[config.mk]
export PLATFORM = sky130hd
export DESIGN_NAME = mul_wave_array
export DESIGN_NICKNAME = d
export VERILOG_FILES = /design/src/rtl/mul_wave_pkg.sv /design/src/rtl/mul_fa_cell.sv /design/src/rtl/mul_csa_row.sv /design/src/rtl/mul_ripple_stage.sv /design/src/rtl/mul_wave_array.sv
export SDC_FILE = /design/constraint.sdc
export NUM_CORES = 1
export LEC_CHECK = 0
export CAP_MARGIN = 20
export CORE_MARGIN = 2
export CORE_UTILIZATION = 35
export DETAILED_ROUTE_END_ITERATION = 8
export DONT_BUFFER_PORTS = 1
export GPL_ROUTABILITY_DRIVEN = 0
export PLACE_DENSITY = 0.56
export SYNTH_ARGS = -nofsm -noshare
export SYNTH_HDL_FRONTEND = slang
export SYNTH_HIERARCHICAL = 1
export SYNTH_SLANG_ARGS = --single-unit
[constraint.sdc]
create_clock -name clk -period 2.6 [get_ports clk]
set_input_delay 0 -clock clk [delete_from_list [all_inputs] [get_ports clk]]
set_output_delay 0 -clock clk [all_outputs]
set_load 0.005 [all_outputs]
[src/rtl/mul_wave_pkg.sv]
package mul_wave_pkg;

   // carry of a single-bit full adder
   function automatic logic maj3(input logic a, input logic b, input logic c);
      return (a & b) | (a & c) | (b & c);
   endfunction

   // clocks from operand sample to product for a given shape
   function automatic int unsigned pipe_latency(input int unsigned w, input int unsigned seg);
      return w + (2 * w) / seg;
   endfunction

endpackage

[src/rtl/mul_fa_cell.sv]
module mul_fa_cell
   import mul_wave_pkg::*;
(
   input  logic clk,
   input  logic a,
   input  logic b,
   input  logic c,
   output logic s_q,
   output logic co_q
);

   always_ff @(posedge clk) begin
      s_q  <= a ^ b ^ c;
      co_q <= maj3(a, b, c);
   end

endmodule

[src/rtl/mul_csa_row.sv]
module mul_csa_row #(
   parameter int unsigned W   = 8,
   parameter int unsigned ROW = 0
) (
   input  logic             clk,
   input  logic [W-1:0]     x_in,
   input  logic             y_bit,
   input  logic [2*W-1:0]   s_in,
   input  logic [2*W-1:0]   c_in,
   output logic [2*W-1:0]   s_q,
   output logic [2*W-1:0]   c_q
);

   localparam int unsigned P = 2 * W;

   logic [P-1:0] pp;
   logic [P-1:0] c_w;

   // partial product of this row, placed at weight 2^ROW
   assign pp  = {{W{1'b0}}, (x_in & {W{y_bit}})} << ROW;
   // carries of the previous row count one weight higher
   assign c_w = {c_in[P-2:0], 1'b0};

   for (genvar j = 0; j < P; j++) begin : g_col
      mul_fa_cell u_cell (
         .clk  (clk),
         .a    (s_in[j]),
         .b    (c_w[j]),
         .c    (pp[j]),
         .s_q  (s_q[j]),
         .co_q (c_q[j])
      );
   end

endmodule

[src/rtl/mul_ripple_stage.sv]
module mul_ripple_stage #(
   parameter int unsigned P   = 16,
   parameter int unsigned SEG = 2,
   parameter int unsigned IDX = 0
) (
   input  logic          clk,
   input  logic [P-1:0]  a_in,
   input  logic [P-1:0]  b_in,
   input  logic [P-1:0]  sum_in,
   input  logic          c_in,
   output logic [P-1:0]  a_q,
   output logic [P-1:0]  b_q,
   output logic [P-1:0]  sum_q,
   output logic          c_q
);

   localparam int unsigned LO = IDX * SEG;

   logic [SEG:0]  slice;
   logic [P-1:0]  sum_nxt;

   always_comb begin
      slice   = {1'b0, a_in[LO +: SEG]} + {1'b0, b_in[LO +: SEG]} + {{SEG{1'b0}}, c_in};
      sum_nxt = sum_in;
      sum_nxt[LO +: SEG] = slice[SEG-1:0];
   end

   always_ff @(posedge clk) begin
      a_q   <= a_in;
      b_q   <= b_in;
      sum_q <= sum_nxt;
      c_q   <= slice[SEG];
   end

endmodule

[src/rtl/mul_wave_array.sv]
module mul_wave_array
   import mul_wave_pkg::*;
#(
   parameter int unsigned W   = 8,
   parameter int unsigned SEG = 2
) (
   input  logic             clk,
   input  logic             rst_n,
   input  logic             in_valid,
   input  logic [W-1:0]     in_x,
   input  logic [W-1:0]     in_y,
   output logic             out_valid,
   output logic [2*W-1:0]   out_prod
);

   localparam int unsigned P   = 2 * W;
   localparam int unsigned K   = P / SEG;
   localparam int unsigned LAT = pipe_latency(W, SEG);

   // elaboration-time shape checks
   if (W < 2) begin : g_bad_w
      $error("mul_wave_array: W must be at least 2");
   end
   if (SEG < 1 || (P % SEG) != 0 || K < 2) begin : g_bad_seg
      $error("mul_wave_array: SEG must divide 2*W into at least two slices");
   end

   // ---------------- operand skew ----------------
   logic [W-1:0] x_dly [W-1];
   logic [W-1:0] y_at;

   for (genvar r = 0; r < W - 1; r++) begin : g_xdly
      if (r == 0) begin : g_first
         always_ff @(posedge clk) x_dly[0] <= in_x;
      end else begin : g_next
         always_ff @(posedge clk) x_dly[r] <= x_dly[r-1];
      end
   end

   for (genvar i = 0; i < W; i++) begin : g_yskew
      if (i == 0) begin : g_none
         assign y_at[0] = in_y[0];
      end else if (i == 1) begin : g_one
         logic sh;
         always_ff @(posedge clk) sh <= in_y[1];
         assign y_at[1] = sh;
      end else begin : g_many
         logic [i-1:0] sh;
         always_ff @(posedge clk) sh <= {sh[i-2:0], in_y[i]};
         assign y_at[i] = sh[i-1];
      end
   end

   // ---------------- carry-save rows ----------------
   logic [P-1:0] s_r [W];
   logic [P-1:0] c_r [W];

   for (genvar r = 0; r < W; r++) begin : g_row
      if (r == 0) begin : g_top
         mul_csa_row #(.W(W), .ROW(0)) u_row (
            .clk   (clk),
            .x_in  (in_x),
            .y_bit (y_at[0]),
            .s_in  ('0),
            .c_in  ('0),
            .s_q   (s_r[0]),
            .c_q   (c_r[0])
         );
      end else begin : g_body
         mul_csa_row #(.W(W), .ROW(r)) u_row (
            .clk   (clk),
            .x_in  (x_dly[r-1]),
            .y_bit (y_at[r]),
            .s_in  (s_r[r-1]),
            .c_in  (c_r[r-1]),
            .s_q   (s_r[r]),
            .c_q   (c_r[r])
         );
      end
   end

   // ---------------- sliced carry-propagate adder ----------------
   logic [P-1:0] ra [K];
   logic [P-1:0] rb [K];
   logic [P-1:0] rs [K];
   logic [K-1:0] rc;

   for (genvar k = 0; k < K; k++) begin : g_cpa
      if (k == 0) begin : g_lsb
         mul_ripple_stage #(.P(P), .SEG(SEG), .IDX(0)) u_stage (
            .clk    (clk),
            .a_in   (s_r[W-1]),
            .b_in   ({c_r[W-1][P-2:0], 1'b0}),
            .sum_in ('0),
            .c_in   (1'b0),
            .a_q    (ra[0]),
            .b_q    (rb[0]),
            .sum_q  (rs[0]),
            .c_q    (rc[0])
         );
      end else begin : g_up
         mul_ripple_stage #(.P(P), .SEG(SEG), .IDX(k)) u_stage (
            .clk    (clk),
            .a_in   (ra[k-1]),
            .b_in   (rb[k-1]),
            .sum_in (rs[k-1]),
            .c_in   (rc[k-1]),
            .a_q    (ra[k]),
            .b_q    (rb[k]),
            .sum_q  (rs[k]),
            .c_q    (rc[k])
         );
      end
   end

   assign out_prod = rs[K-1];

   // ---------------- valid pipeline ----------------
   logic [LAT-1:0] v_sr;

   always_ff @(posedge clk) begin
      if (!rst_n) v_sr <= '0;
      else        v_sr <= {v_sr[LAT-2:0], in_valid};
   end

   assign out_valid = v_sr[LAT-1];

endmodule

---- Word-level counts from Yosys, hierarchy flattened ----
Memories as Yosys holds them, arrays and structs flattened.
Index checks and enable logic that the tools add are counted.
storage, ports and cells
  memories kept ........................... 1
  bits of input ports ..................... 19
  RAM bits ................................ 56
  word-level logic and storage cells ...... 498
  output and inout bits ................... 17
  flip-flop bits (word level) ............. 414
cells by class
  bitwise gates (word level) .............. 316
  add/subtract/negate cells ............... 7
memories
  name   words  width  read ports  clocked after Yosys merged registers in  wr ports  RTL line              RTL
  x_dly  7      8      7           0                                        7         mul_wave_array.sv:29  logic [W-1:0] x_dly [W-1];
operators by type and width
  kind                                    number
  1-bit bitwise AND                       133
  1-bit XOR                               91
  1-bit bitwise OR                        84
  8-bit bitwise AND                       8
  2-bit by 2-bit adder with 3-bit output  3
  3-bit by 1-bit adder with 3-bit output  2
  1-bit by 1-bit adder with 2-bit output  1
  2-bit by 1-bit adder with 2-bit output  1

---- Longest topological paths before layout ----
An unclocked memory read counts as a cell.
  word-level depth ........................ 5
  mapped depth ............................ 4

---- By module ----
Netlist, hierarchy kept.
by module, submodules not included
  module            times used  sequential area each (sq um)  cells each  area an instance (sq um)
  mul_ripple_stage  8           980.9                         59          1051.0
  mul_fa_cell       128         40.0                          3           60.1
  mul_wave_array    1           2001.9                        118         2132.0
  mul_csa_row       8           0.0                           9           53.8

---- Worst setup path after synthesis ----
Ideal clock, no wire load.
  path type ............................... reg-to-reg
  start ................................... reg g_cpa[0].g_lsb.u_stage/a_q[2] (netlist name)
  end ..................................... reg g_cpa[1].g_up.u_stage.sum_q[3]
  buffers on the path ..................... 0
  cell stages (with the launch flop) ...... 5
  arrival ................................. 1.277 ns
  data required time ...................... 2.490 ns
  slack ................................... 1.213 ns
  cell sequence ........................... dfxtp_1 > inv_1 > fa_1 > fa_1 > inv_1
RTL lines
  what                  RTL line                RTL
  to (signal assigned)  mul_ripple_stage.sv:31  sum_q <= sum_nxt;
  to (decl)             mul_ripple_stage.sv:13  output logic [P-1:0] sum_q,

---- Final worst setup path ----
  start ................................... reg g_cpa[3].g_up.u_stage.a_q[8]
  end ..................................... reg g_cpa[4].g_up.u_stage.sum_q[9]
between the ends
  longest elaborated chain between the ends .. 1
RTL lines
  what                                      RTL line                RTL
  from (decl)                               mul_ripple_stage.sv:11  output logic [P-1:0] a_q,
  from (signal assigned)                    mul_ripple_stage.sv:29  a_q <= a_in;
  2-bit by 2-bit adder with 3-bit output    mul_ripple_stage.sv:23  slice = {1'b0, a_in[LO +: SEG]} + {1'b0, b_in[LO +: SEG]} + {{SEG{1'b0}}, c_in};
  named net g_cpa[4].g_up.u_stage.slice[1]  mul_ripple_stage.sv:19  logic [SEG:0] slice;
  to (signal assigned)                      mul_ripple_stage.sv:31
  to (decl)                                 mul_ripple_stage.sv:13
The timed path passes the listed nets, and every way through them passes these cells.
A chain may end at the register's enable or synchronous reset.

==> metrics.md <==
| Metric | Value |
|---|---|
| Die H | `207 um` |
| Total global routing track utilization | `0.0691` |
| DPL Wire Length | `around 8400 um` |
| FMAX | `699 MHz` |
| Worst Hold Depth | `2` |
| CP Data Required Time | `3060 ps` |
| Min-delay src | `in_valid` |
| Worst path slowest cell | `fa_1` |
| Root Driver | `clkbuf_16` |
| RSZ-0062 raised after global routing | `false` |
| Final nets | `~1200` |
| Reg2Reg Setup Slack | `between 1000 and 1500 ps` |
| Iteration-0 DRC Markers | `142` |
| Max incr delay on CP | `~500 ps` |
| Critical path arrival | `~1900 ps` |
| Core area | `around 0.041 mm2` |
| Status | `finished, final reports clean` |
| R2r endpoint | `g_cpa[4].g_up.u_stage/sum_q[9]` |
| DP Worst Slack | `around 1200 ps` |
| Die area | `between 0.04 and 0.05 mm2` |
| HP Class | `in2reg` |
| Final Max Slew Viols | `0` |
| Number of H-tree levels | `2` |
| Post_cts resized | `0` |
| Post-CTS Setup Inserts | `0` |
| Largest delay share family, worst path | `adder cells` |
| Global-route wire length before repair | `approximately 25000 um` |
| Clk_lat worst skew | `560 ps` |
| TritonCTS clock tree | `yes` |
| Area Growth Syn to Fin | `21.1%` |
| Worst-path fanout max | `1` |
| Max clock buf depth | `3` |
| DR pass1 iterations | `3` |
| Worst Reg-to-Reg Cells | `4` |
| Initial antenna violation count | `0` |
| Max-capacitance violation count | `0` |
| Width of the die | `roughly 210 um` |
| Hold endpoint | `v_sr[0]` |
| Setup TNS | `0 ps` |
| Clk sinks | `between 500 and 600` |
| Initial core utilization | `0.354` |
| R2r startpoint | `g_cpa[3].g_up.u_stage/a_q[8]` |
| Num CTS Buffers | `between 50 and 60` |
| CP Launch Type | `register` |
| Warnings from Yosys | `6` |
| Row cnt | `74` |
| Gr ovfl total | `0` |
| Syn_area_per_cell | `approximately 17 um2` |
| Clock Skew | `roughly 14 ps` |
| WL/cell | `8.51 um` |
| Clock Pin Slew Worst Setup and Hold Paths | `approximately 60 ps` |
| Port buffer count | `0` |
| Leakage | `roughly 0.0075 uW` |
| Routed vias | `around 5500` |
| Ant. Diodes | `0` |
| Final min period | `~1400 ps` |
| Max IR drop VDD | `0.000531 V` |
| DR vias/cell | `roughly 3.4` |
| Post-DRT Antenna Nets | `0` |
| Largest net degree at the start of global routing | `17` |
| Drt total wl | `roughly 13000 um` |
| Post-Syn Area | `0.0145 mm2` |
| CP cell instances | `inv_1 > fa_1 > fa_1 > inv_1` |
| Fill count | `3675` |
| Crit. End Element | `register` |
| # IOs | `36` |
| Vias in the first global route | `between 5000 and 6000` |
| PD cells | `roughly 1200 mW/mm2` |
| Layout cells sized above 1 | `0.0863` |
| # DRC | `0` |
| Final setup violation count | `0` |
| Worst Path Class, Setup | `reg2reg` |
| CP bufs+invs | `2` |
| Slack of the critical path | `approximately 1200 ps` |
| Hold Vio Cnt, Final | `0` |
| Period utilisation layout | `0.550` |
| # hold bufs at CTS | `33` |
| Instance count of the mapped netlist | `approximately 840` |
## power breakdown
group | switching [uW] | internal, uW | total, uW | leakage, uW
logic | 848 | 838 | 1690 | 0.00217
registers | 1090 | 11500 | 12500 | 0.00453
clock network | 2900 | 4390 | 7290 | 0.000826
## final cells by class
cell class                 count  area (um2)  share of cell area
inverter                      63         236              0.0135
clock buffer                  74        1500              0.0854
clock inverter                17         206              0.0118
sequential                   539       10800               0.616
timing repair buffer          33         330              0.0189
multi-input combinational    329        3790               0.217
tap                          532         666              0.0380
## worst max-delay path by stage
| stage | startpoint | to | slack (ps) | cells after the start |
|---|---|---|---|---|
| 2_1_floorplan | g_cpa[0].g_lsb.u_stage/a_q[2] | g_cpa[1].g_up.u_stage/sum_q[3] | 1230 | 4 |
| 3_3_place_gp | g_cpa[6].g_up.u_stage/a_q[14] | g_cpa[7].g_up.u_stage/sum_q[15] | 1200 | 4 |
| 3_5_place_dp | g_cpa[3].g_up.u_stage/a_q[8] | g_cpa[4].g_up.u_stage/sum_q[9] | 1160 | 4 |
| 4_1_cts | g_cpa[3].g_up.u_stage/a_q[8] | g_cpa[4].g_up.u_stage/sum_q[9] | 1150 | 4 |
| 5_1_grt | g_cpa[3].g_up.u_stage/a_q[8] | g_cpa[4].g_up.u_stage/sum_q[9] | 1110 | 4 |
| 6_report | g_cpa[3].g_up.u_stage/a_q[8] | g_cpa[4].g_up.u_stage/sum_q[9] | 1170 | 4 |
## stage by stage
step	util	power, uW	std cells	hold slack (ps)	instance area [um2]
finish	0.429	21500	1587	110	17500
global route	0.429	23100	1587	85.5	17500
CTS	0.429	22000	1587	63.1	17500
detailed placement	0.379	14500	1463	27.8	15500
global placement	0.379	14400	1463	27.8	15500
floorplan	-	13800	932	27.7	14800
## per-layer routing
metal / wire length, um / up-vias / GRT usage
met3: 925 / 48 / 0.0278
met5: 0 / - / 0
li1: - / 2737 / -
met1: 5660 / 2599 / 0.0733
met2: 6250 / 87 / 0.112
met4: 667 / 0 / 0.0483
## state kept, by name, indices dropped and copies added (netlist names), 27 cells and up
name / flops
g_cpa.g_up.u_stage/a_q: 42
g_cpa.g_up.u_stage/sum_q: 70
x_dly: 56
g_row.g_body.u_row/g_col.u_cell/s_q: 112
g_yskew.g_many.sh: 27
g_cpa.g_up.u_stage/b_q: 42
g_row.g_body.u_row/g_col.u_cell/co_q: 105
## layout by cell type (no fill, tap or decap)
master         instances
clkbuf_1              12
and2_2                12
clkinvlp_4             4
inv_1                 63
clkbuf_8               9
and2_1                68
conb_1               105
clkinv_2               6
bufinv_16              4
inv_6                  3
fa_1                 144
dlygate4sd3_1         33
dfxtp_1              539
clkbuf_16             53
## worst register-to-register path: stages, from the launching register on
cell	delay, ps
dfxtp_1	310
inv_1	50
fa_1	440
fa_1	490
inv_1	40
(Power assumes the default switching activity.)
